==> config.mk <==
export PLATFORM = sky130hd
export DESIGN_NAME = mbt_target
export DESIGN_NICKNAME = d
export VERILOG_FILES = /design/src/rtl/mbt_pkg.sv /design/src/rtl/mbt_sync.sv /design/src/rtl/mbt_edge.sv /design/src/rtl/mbt_addr_latch.sv /design/src/rtl/mbt_access_ctl.sv /design/src/rtl/mbt_target.sv
export SDC_FILE = /design/constraint.sdc
export NUM_CORES = 1
export LEC_CHECK = 0
export BUFFER_PORTS_ARGS = -buffer_cell sky130_fd_sc_hd__buf_2
export CAP_MARGIN = 30
export CORE_ASPECT_RATIO = 1.5
export CORE_UTILIZATION = 54
export CTS_BUF_LIST = sky130_fd_sc_hd__clkbuf_8
export DETAILED_ROUTE_END_ITERATION = 10
export GPL_TIMING_DRIVEN = 0
export PLACE_DENSITY = 0.8
export SLEW_MARGIN = 20
export SYNTH_ARGS = -nofsm -noshare
export SYNTH_HDL_FRONTEND = slang
export SYNTH_SLANG_ARGS = --single-unit
==> constraint.sdc <==
create_clock -name clk -period 1.9 [get_ports clk]
set_input_delay 0.19 -clock clk [delete_from_list [all_inputs] [get_ports clk]]
set_output_delay 0.19 -clock clk [all_outputs]
set_load 0.02 [all_outputs]
==> src/rtl/mbt_pkg.sv <==
package mbt_pkg;
   typedef enum logic [1:0] {
      ST_IDLE = 2'd0,
      ST_WAIT = 2'd1,
      ST_ACK  = 2'd2
   } mbt_state_e;

   localparam int CTRL_BITS = 5;  // cs_n, rd_n, wr_n, alat_lo, alat_hi
   localparam logic [CTRL_BITS-1:0] CTRL_IDLE = 5'b00111;
endpackage

==> src/rtl/mbt_sync.sv <==
module mbt_sync #(
   parameter int WIDTH = 8,
   parameter int STAGES = 2,
   parameter logic [WIDTH-1:0] RST_VAL = '0
) (
   input  logic             clk,
   input  logic             rst_n,
   input  logic [WIDTH-1:0] d_i,
   output logic [WIDTH-1:0] q_o
);
   logic [WIDTH-1:0] chain [STAGES];

   generate
      for (genvar s = 0; s < STAGES; s++) begin : g_stage
         if (s == 0) begin : g_first
            always_ff @(posedge clk or negedge rst_n) begin
               if (!rst_n) chain[s] <= RST_VAL;
               else        chain[s] <= d_i;
            end
         end else begin : g_next
            always_ff @(posedge clk or negedge rst_n) begin
               if (!rst_n) chain[s] <= RST_VAL;
               else        chain[s] <= chain[s-1];
            end
         end
      end
   endgenerate

   assign q_o = chain[STAGES-1];
endmodule

==> src/rtl/mbt_edge.sv <==
module mbt_edge #(
   parameter int WIDTH = 2,
   parameter bit FALLING = 1'b0,
   parameter logic [WIDTH-1:0] RST_VAL = '0
) (
   input  logic             clk,
   input  logic             rst_n,
   input  logic [WIDTH-1:0] sig_i,
   output logic [WIDTH-1:0] edge_o
);
   logic [WIDTH-1:0] prev;

   always_ff @(posedge clk or negedge rst_n) begin
      if (!rst_n) prev <= RST_VAL;
      else        prev <= sig_i;
   end

   generate
      if (FALLING) begin : g_fall
         assign edge_o = prev & ~sig_i;
      end else begin : g_rise
         assign edge_o = ~prev & sig_i;
      end
   endgenerate
endmodule

==> src/rtl/mbt_addr_latch.sv <==
module mbt_addr_latch #(
   parameter int DATA_W = 8,
   parameter int ADDR_W = 16
) (
   input  logic              clk,
   input  logic              rst_n,
   input  logic              lo_rise_i,
   input  logic              hi_rise_i,
   input  logic [DATA_W-1:0] data_i,
   output logic [ADDR_W-1:0] addr_o
);
   localparam int HI_LSB = ADDR_W - DATA_W;

   always_ff @(posedge clk or negedge rst_n) begin
      if (!rst_n) begin
         addr_o <= '0;
      end else begin
         if (lo_rise_i) addr_o[DATA_W-1:0]     <= data_i;
         if (hi_rise_i) addr_o[ADDR_W-1:HI_LSB] <= data_i;
      end
   end
endmodule

==> src/rtl/mbt_access_ctl.sv <==
module mbt_access_ctl
   import mbt_pkg::*;
#(
   parameter int DATA_W = 8,
   parameter int ACCESS_DELAY = 4
) (
   input  logic              clk,
   input  logic              rst_n,
   input  logic              cs_n_i,
   input  logic              rd_n_i,
   input  logic              wr_n_i,
   input  logic              rd_fall_i,
   input  logic              wr_fall_i,
   input  logic [DATA_W-1:0] data_i,
   input  logic [DATA_W-1:0] rdata_i,
   output logic              we_o,
   output logic [DATA_W-1:0] wdata_o,
   output logic              ack_n_o,
   output logic              doe_o,
   output logic [DATA_W-1:0] dout_o
);
   localparam int CNT_W = $clog2(ACCESS_DELAY + 1);
   localparam logic [CNT_W-1:0] CNT_LOAD = CNT_W'(ACCESS_DELAY - 1);

   mbt_state_e       state;
   logic [CNT_W-1:0] cnt;
   logic             is_read;
   logic             released;
   logic             start;

   assign start    = !cs_n_i && (rd_fall_i || wr_fall_i);
   assign released = cs_n_i || (is_read ? rd_n_i : wr_n_i);

   always_ff @(posedge clk or negedge rst_n) begin
      if (!rst_n) begin
         state   <= ST_IDLE;
         cnt     <= '0;
         is_read <= 1'b0;
         we_o    <= 1'b0;
         wdata_o <= '0;
         dout_o  <= '0;
      end else begin
         we_o <= 1'b0;
         case (state)
            ST_IDLE: begin
               if (start) begin
                  state   <= ST_WAIT;
                  cnt     <= CNT_LOAD;
                  is_read <= rd_fall_i;
                  if (!rd_fall_i) begin
                     we_o    <= 1'b1;
                     wdata_o <= data_i;
                  end
               end
            end
            ST_WAIT: begin
               if (released) begin
                  state <= ST_IDLE;
               end else if (cnt == '0) begin
                  state <= ST_ACK;
                  if (is_read) dout_o <= rdata_i;
               end else begin
                  cnt <= cnt - 1'b1;
               end
            end
            ST_ACK: begin
               if (released) state <= ST_IDLE;
            end
            default: state <= ST_IDLE;
         endcase
      end
   end

   assign ack_n_o = (state != ST_ACK);
   assign doe_o   = (state == ST_ACK) && is_read;
endmodule

==> src/rtl/mbt_target.sv <==
module mbt_target
   import mbt_pkg::*;
#(
   parameter int DATA_W = 8,
   parameter int ADDR_W = 16,
   parameter int SYNC_STAGES = 2,
   parameter int ACCESS_DELAY = 4
) (
   input  logic              clk,
   input  logic              rst_n,
   input  logic [DATA_W-1:0] bus_din,
   output logic [DATA_W-1:0] bus_dout,
   output logic              bus_doe,
   input  logic              cs_n,
   input  logic              rd_n,
   input  logic              wr_n,
   input  logic              alat_lo,
   input  logic              alat_hi,
   output logic              ack_n,
   output logic [ADDR_W-1:0] mem_addr,
   output logic [DATA_W-1:0] mem_wdata,
   output logic              mem_we,
   input  logic [DATA_W-1:0] mem_rdata
);
   localparam int SW = DATA_W + CTRL_BITS;
   localparam logic [SW-1:0] SYNC_RST = {{DATA_W{1'b0}}, CTRL_IDLE};

   generate
      if (ADDR_W != 2 * DATA_W) begin : g_bad_width
         $error("mbt_target: ADDR_W must be twice DATA_W");
      end
      if (SYNC_STAGES < 2) begin : g_bad_sync
         $error("mbt_target: SYNC_STAGES must be at least 2");
      end
      if (ACCESS_DELAY < 1) begin : g_bad_delay
         $error("mbt_target: ACCESS_DELAY must be at least 1");
      end
   endgenerate

   logic [SW-1:0]     raw_bus;
   logic [SW-1:0]     sync_bus;
   logic              cs_s_n, rd_s_n, wr_s_n, lo_s, hi_s;
   logic [DATA_W-1:0] data_s;
   logic [1:0]        lat_rise;
   logic [1:0]        stb_fall;

   assign raw_bus = {bus_din, alat_hi, alat_lo, wr_n, rd_n, cs_n};

   mbt_sync #(.WIDTH(SW), .STAGES(SYNC_STAGES), .RST_VAL(SYNC_RST)) i_sync (
      .clk(clk), .rst_n(rst_n), .d_i(raw_bus), .q_o(sync_bus)
   );

   assign cs_s_n = sync_bus[0];
   assign rd_s_n = sync_bus[1];
   assign wr_s_n = sync_bus[2];
   assign lo_s   = sync_bus[3];
   assign hi_s   = sync_bus[4];
   assign data_s = sync_bus[SW-1:CTRL_BITS];

   mbt_edge #(.WIDTH(2), .FALLING(1'b0), .RST_VAL(2'b00)) i_lat_edge (
      .clk(clk), .rst_n(rst_n), .sig_i({hi_s, lo_s}), .edge_o(lat_rise)
   );

   mbt_edge #(.WIDTH(2), .FALLING(1'b1), .RST_VAL(2'b11)) i_stb_edge (
      .clk(clk), .rst_n(rst_n), .sig_i({wr_s_n, rd_s_n}), .edge_o(stb_fall)
   );

   mbt_addr_latch #(.DATA_W(DATA_W), .ADDR_W(ADDR_W)) i_addr (
      .clk(clk), .rst_n(rst_n),
      .lo_rise_i(lat_rise[0]), .hi_rise_i(lat_rise[1]),
      .data_i(data_s), .addr_o(mem_addr)
   );

   mbt_access_ctl #(.DATA_W(DATA_W), .ACCESS_DELAY(ACCESS_DELAY)) i_ctl (
      .clk(clk), .rst_n(rst_n),
      .cs_n_i(cs_s_n), .rd_n_i(rd_s_n), .wr_n_i(wr_s_n),
      .rd_fall_i(stb_fall[0]), .wr_fall_i(stb_fall[1]),
      .data_i(data_s), .rdata_i(mem_rdata),
      .we_o(mem_we), .wdata_o(mem_wdata),
      .ack_n_o(ack_n), .doe_o(bus_doe), .dout_o(bus_dout)
   );
endmodule

==> flow_metrics.py, run 1 <==
metrics = {
    "status": {
        "status": "complete, no violations",
    },
    "global_routing": {
        "antenna_found_initial": 0,
        "grt_first_pass_wirelength_um": 6380,
        "grt_usage_pct": 18.6,
        "grt_max_degree": 70,
        "grt_pass1_vias": 1447,
        "grt_overflow": 0,
    },
    "die": {
        "initial_core_util_pct": 56.3,
        "die_x_um": 56.1,
        "die_h_um": 83.1,
        "rows": 29,
        "die_area_um2": 4660,
        "core_um2": 4210,
        "ios": 58,
    },
    "power_and_ir_drop": {
        "ir_worst_vdd_v": 0.000972,
        "power_density_nw_per_um2": 1160,
        "p_leak_uw": 0.00150,
    },
    "critical_path": {
        "endpoint_kind": "register",
        "ff2ff_setup_slack_ns": 0.25,
        "r2r_cells": 5,
        "cp-start-kind": "register",
        "cp_max_fo": 9,
        "cp.arrival_ns": 1.86,
        "crit_chain": "nor2b_1 -> o21ai_2 -> or2_1 -> buf_6 -> mux2_4",
        "crit_type": "register to register",
        "r2r_start": "i_stb_edge.prev[0]$_DFF_PN1_",
        "r2r_end": "i_ctl.wdata_o[5]$_DFFE_PN0P_",
        "cp_slowest_cell": "dfstp_2",
        "critPathMaxStageDelay_ns": 0.51,
        "critPathRequiredTime_ns": 2.11,
    },
    "logic_synthesis": {
        "seq_area_frac_synth_pct": 73.3,
        "synth_cells": 138,
        "synth.distinct_cells": 22,
        "ys_ff_latch": 69,
        "syn_area_um2": 2370,
        "synthesis.nets": 163,
        "synth_area_per_cell_um2": 17.2,
        "yosysWarningCount": 0,
    },
    "clock_tree": {
        "clk_latency_ns": 0.33,
        "ctsLongestPathBuffers": 2,
        "cts-root-buf": "clkbuf_8",
        "cts_resized": 0,
        "cts_buffers": 9,
        "clkSlewWorstSetupHoldPaths_ns": 0.07,
        "htree_levels": 3,
        "cts_tree": "yes",
        "cts.sinks": 69,
    },
    "timing": {
        "tightest_slew_ns": 0.806,
        "max_freq_ghz": 0.607,
        "final_hold_viol_count": 0,
        "min_period_over_period_pct": 86.8,
        "relSlewSlack_pct": 46.3,
        "finalSetupViolations": 0,
        "min_period_ns": 1.65,
        "fin_worst_skew_ns": 0.00768,
        "tns_ns": 0,
        "slew_violations": 0,
        "rsz0062_at_grt": "no",
    },
    "final_layout": {
        "drive_above_1_share_pct": 52.9,
        "regArea_um2": 1740,
        "layout_commonest_cell": "dfrtp_1",
        "multi_input_area_um2": 594,
        "n_antenna_cell": 0,
        "final_cell_mix": "dfrtp_1, buf_2, mux2_2",
        "nets": 245,
        "syn2layout_area_growth_pct": 30.2,
        "fillCellCount": 281,
        "layout.cells.non_filler": 271,
    },
    "detailed_routing": {
        "vias": 1369,
        "via_per_inst": 5.05,
        "wire_per_inst_um": 13.9,
        "routed_wl_um": 3780,
        "drt_first_pass_iters": 2,
        "drc": 0,
        "drt_iter0_markers": 25,
        "postRouteAntennaNets": 0,
    },
    "min_path": {
        "worstHoldEndpoint": "i_ctl.dout_o[7]$_DFFE_PN0P_",
        "hp-class": "input port to register",
        "hp-start": "mem_rdata[7]",
        "hold_depth": 2,
    },
    "placement": {
        "port_buffers": 57,
        "gp_routability_congestion": 0.747,
        "dp.cells": 241,
        "hpwl_um": 2620,
    },
    "run": {
        "max-cap-violations": 0,
    },
}
critical path, delay by kind of cell, from the launching register on:
family	cells	cell delay (ns)
AO/OA/AOI/OAI	1	0.12
multiplexers	1	0.30
AND/OR/NAND/NOR	2	0.44
buffers and inverters	1	0.16
flip-flops	1	0.51
flip-flops by register name (all words and copies together), names as in the netlist, 2 cells and up:
| signal | flops |
|---|---|
| i_addr.addr_o | 16 |
| i_sync.chain | 13 |
| i_sync.q_o | 13 |
| i_ctl.dout_o | 8 |
| i_ctl.wdata_o | 8 |
| i_ctl.cnt | 3 |
| i_ctl.state | 2 |
| i_lat_edge.prev | 2 |
| i_stb_edge.prev | 2 |
layout make-up:
| type | instances | area share [%] |
|---|---|---|
| sequential | 69 | 56.3 |
| multi-input combinational | 61 | 19.3 |
| timing repair buffer | 71 | 13.9 |
| clock buffer | 14 | 6.25 |
| tap | 46 | 1.87 |
| clock inverter | 2 | 1.22 |
| buffer | 3 | 0.609 |
| inverter | 5 | 0.609 |
worst max path at each step:
stage | startpoint | slack (ns) | depth (start not counted) | to
floorplan | i_stb_edge.prev[0]$_DFF_PN1_ | 0.34 | 5 | i_ctl.wdata_o[0]$_DFFE_PN0P_
global placement | i_stb_edge.prev[0]$_DFF_PN1_ | 0.29 | 5 | i_ctl.wdata_o[5]$_DFFE_PN0P_
detailed placement | i_stb_edge.prev[0]$_DFF_PN1_ | 0.24 | 5 | i_ctl.wdata_o[1]$_DFFE_PN0P_
CTS | i_stb_edge.prev[0]$_DFF_PN1_ | 0.23 | 5 | i_ctl.wdata_o[1]$_DFFE_PN0P_
global route | i_ctl.cnt[0]$_DFFE_PN0P_ | 0.13 | 7 | i_ctl.cnt[1]$_DFFE_PN0P_
finish | i_stb_edge.prev[0]$_DFF_PN1_ | 0.25 | 5 | i_ctl.wdata_o[5]$_DFFE_PN0P_
per-layer routing:
metal / GRT usage, % / share of wire, % / vias to the layer above
li1: - / - / 626
met1: 20.6 / 39 / 687
met2: 31.2 / 54 / 49
met3: 6.70 / 5.5 / 7
met4: 9.53 / 1.7 / 0
met5: 0 / 0 / -
synthesized netlist by cell type:
master    instances  share of area, %
dfstp_2           8               8.9
dfrtp_1          61                64
clkbuf_1          2              0.32
o21ai_2           1              0.37
nand3_1           2              0.42
or2_1             1              0.26
buf_6             1              0.48
mux2_2           26                12
nand2b_1          3              0.79
nor3_4            1              0.69
and3_1            1              0.26
nand2_1           7               1.1
o41ai_1           1              0.37
a21oi_1           1              0.21
mux2_4            8               5.1
nor2b_1           2              0.53
nand4_2           1              0.53
inv_1             5              0.79
nor2_1            2              0.32
ha_1              2               1.1
and2b_1           1              0.32
mux2i_1           1              0.42
cells by family after synthesis:
logic type | count (synthesis) | share of synthesized area [%]
AOI/OAI and AO/OA | 3 | 0.951
adders and majority gates | 2 | 1.06
buffers and inverters | 8 | 1.58
DFF | 69 | 73.3
muxes | 35 | 17.9
and+or+nand+nor | 21 | 5.23
metrics by stage:
stage          area [µm²]  hold WS, ns  power (µW)  worst slack, ns  util [%]
2_1_floorplan        2370       -0.106        2080            0.340         -
3_5_place_dp         2710        0.296        2300            0.241      64.5
6_report             3080       0.0944        3560            0.251      73.3
5_1_grt              3080       0.0714        3730            0.126      73.3
4_1_cts              3080       0.0761        3610            0.232      73.3
3_3_place_gp         2710        0.294        2270            0.287      64.4
report_power, final:
group	internal [µW]	leakage, µW	total (µW)	switching (µW)
Clock	786	0.000115	1280	491
Combinational	261	0.000585	559	297
Sequential	1640	0.000802	1730	89.1
Total	2690	0.00150	3560	878
timing repair:
item,in CTS,in global routing
buffers inserted,0,0
hold endpoints to repair,74,0
hold buffers,14,0
Power figures use the tool's default switching activity.
==> run 2: changes to the inputs <==
--- a/config.mk
+++ b/config.mk
@@ -13,6 +13,7 @@
 export DETAILED_ROUTE_END_ITERATION = 10
 export GPL_TIMING_DRIVEN = 0
 export PLACE_DENSITY = 0.8
+export SKIP_CTS_REPAIR_TIMING = 1
 export SLEW_MARGIN = 20
 export SYNTH_ARGS = -nofsm -noshare
 export SYNTH_HDL_FRONTEND = slang
==> constraint.sdc (replaced) <==
create_clock -name clk -period 1.7 [get_ports clk]
set_input_delay 0.17 -clock clk [delete_from_list [all_inputs] [get_ports clk]]
set_output_delay 0.17 -clock clk [all_outputs]
set_load 0.02 [all_outputs]
==> run 2 against run 1 <==
Non-clock buffer count unchanged. First-iteration DRC count is 12% lower. Sequential power up 12%. Setup slack got worse by 0.16 ns. Global-route usage decreased by 0.70 points. Final cell count did not move. Sequential share of layout area is 0.18 points lower. Clock skew about the same. Clock power increased by 12%. Critical path type unchanged. Largest cell class unchanged. Largest power group unchanged.
==> flow_metrics.py, run 2 (synthesized netlist as in run 1, its figures left out) <==
metrics = {
    "detailed_routing": {
        "drc": 0,
        "drt_iter0_markers": 22,
        "wire_per_inst_um": 13.9,
        "vias": 1373,
        "routed_wl_um": 3780,
        "postRouteAntennaNets": 0,
        "drt_first_pass_iters": 2,
        "via_per_inst": 5.07,
    },
    "die": {
        "die_x_um": 56.1,
        "core_um2": 4210,
        "die_area_um2": 4660,
        "ios": 58,
        "die_h_um": 83.1,
        "initial_core_util_pct": 56.3,
        "rows": 29,
    },
    "clock_tree": {
        "cts_buffers": 9,
        "cts-root-buf": "clkbuf_8",
        "clkSlewWorstSetupHoldPaths_ns": 0.07,
        "cts.sinks": 69,
        "htree_levels": 3,
        "cts_tree": "yes",
        "ctsLongestPathBuffers": 2,
        "clk_latency_ns": 0.33,
    },
    "critical_path": {
        "cp_max_fo": 4,
        "r2r_start": "i_ctl.cnt[0]$_DFFE_PN0P_",
        "timing.critical_path.buf_inv": 1,
        "crit_type": "register to register",
        "critPathMaxStageDelay_ns": 0.33,
        "cp_slowest_cell": "dfrtp_1",
        "critPathTopFamily": "adder cells",
        "critPathRequiredTime_ns": 1.91,
        "crit_path_frequent_cell": "ha_1",
        "endpoint_kind": "register",
        "crit_chain": "inv_1 -> ha_1 -> ha_1 -> nor2_1 -> nand3_2 -> nand2_2 -> mux2_2",
        "cp.arrival_ns": 1.83,
        "crit_start": "i_ctl.cnt[0]$_DFFE_PN0P_",
        "cp-start-kind": "register",
    },
    "timing": {
        "min_period_over_period_pct": 94.8,
        "tightest_slew_ns": 0.808,
        "finalSetupViolations": 0,
        "rsz0062_at_grt": "yes",
        "slew_violations": 0,
        "relSlewSlack_pct": 46.1,
        "max_freq_ghz": 0.620,
        "min_period_ns": 1.61,
        "final_hold_viol_count": 0,
        "fin_worst_skew_ns": 0.00751,
        "fin_hold_ws_ns": 0.0743,
    },
    "final_layout": {
        "syn2layout_area_growth_pct": 30.6,
        "design_area_um2": 3090,
        "layout_commonest_cell": "dfrtp_1",
        "top_register": "i_addr.addr_o",
        "n_antenna_cell": 0,
        "fillCellCount": 279,
        "nets": 245,
        "final_cell_mix": "dfrtp_1, buf_2, mux2_2",
        "drive_above_1_share_pct": 54.2,
        "largest_reg_flops": 16,
    },
    "placement": {
        "hpwl_um": 2620,
        "dpl_cell_area_um2": 2710,
        "gp_routability_congestion": 0.747,
        "port_buffers": 57,
    },
    "min_path": {
        "hp-class": "input port to register",
        "hp-start": "mem_rdata[7]",
    },
    "global_routing": {
        "grt_first_pass_wirelength_um": 6110,
        "grt_pass1_vias": 1364,
        "grt_max_degree": 70,
        "grt_usage_pct": 17.9,
        "grt_overflow": 0,
        "antenna_found_initial": 0,
    },
    "status": {
        "status": "complete, no violations",
    },
    "power_and_ir_drop": {
        "ir_worst_vdd_v": 0.00109,
        "power_density_nw_per_um2": 1290,
        "p_leak_uw": 0.00150,
    },
    "run": {
        "max-cap-violations": 0,
    },
}
-- run 2: cell type report --
type,count,area (µm²),area share [%]
sequential,69,1740,56.1
multi-input combinational,61,604,19.5
clock inverter,2,37.5,1.21
inverter,5,18.8,0.607
tap,46,57.6,1.86
buffer,3,18.8,0.607
timing repair buffer,71,428,13.8
clock buffer,14,193,6.23
-- run 2: path summary, 6_finish.rpt --
| check | endpoint | slack, ns | cells after the start |
|---|---|---|---|
| max reg2reg | i_ctl.cnt[1]$_DFFE_PN0P_ | 0.09 | 7 |
| min in group asynchronous | i_addr.addr_o[2]$_DFFE_PN0P_ | 0.48 | 2 |
| max | i_ctl.cnt[1]$_DFFE_PN0P_ | 0.09 | 7 |
| min reg2reg | i_sync.q_o[5]$_DFF_PN0_ | 0.35 | 0 |
| min | i_ctl.dout_o[7]$_DFFE_PN0P_ | 0.07 | 2 |
| max in group asynchronous | i_sync.q_o[6]$_DFF_PN0_ | 0.69 | 2 |
-- run 2: stage by stage --
stage / TNS, ns / instances / utilization (%) / worst slack [ns] / power [µW]
6_report: 0 / 271 / 73.5 / 0.0884 / 3990
5_1_grt: -0.00457 / 271 / 73.5 / -0.00457 / 4170
4_1_cts: 0 / 257 / 69.9 / 0.0320 / 4010
3_5_place_dp: 0 / 241 / 64.5 / 0.0411 / 2570
3_3_place_gp: 0 / 241 / 64.4 / 0.0868 / 2530
2_1_floorplan: 0 / 138 / - / 0.140 / 2330
-- run 2: power breakdown --
| part | switching (µW) | total [µW] | internal, µW | leakage, µW |
|---|---|---|---|---|
| clock | 551 | 1430 | 878 | 0.000115 |
| combinational | 335 | 628 | 293 | 0.000586 |
| sequential | 99.8 | 1930 | 1830 | 0.000802 |
| total | 985 | 3990 | 3000 | 0.00150 |
-- run 2: per-layer routing --
| layer | part of all wire (%) | vias to the layer above | global-route usage (%) |
|---|---|---|---|
| li1 | - | 625 | - |
| met1 | 39 | 692 | 20.0 |
| met2 | 54 | 49 | 29.4 |
| met3 | 5.5 | 7 | 6.70 |
| met4 | 1.7 | 0 | 9.53 |
| met5 | 0 | - | 0 |
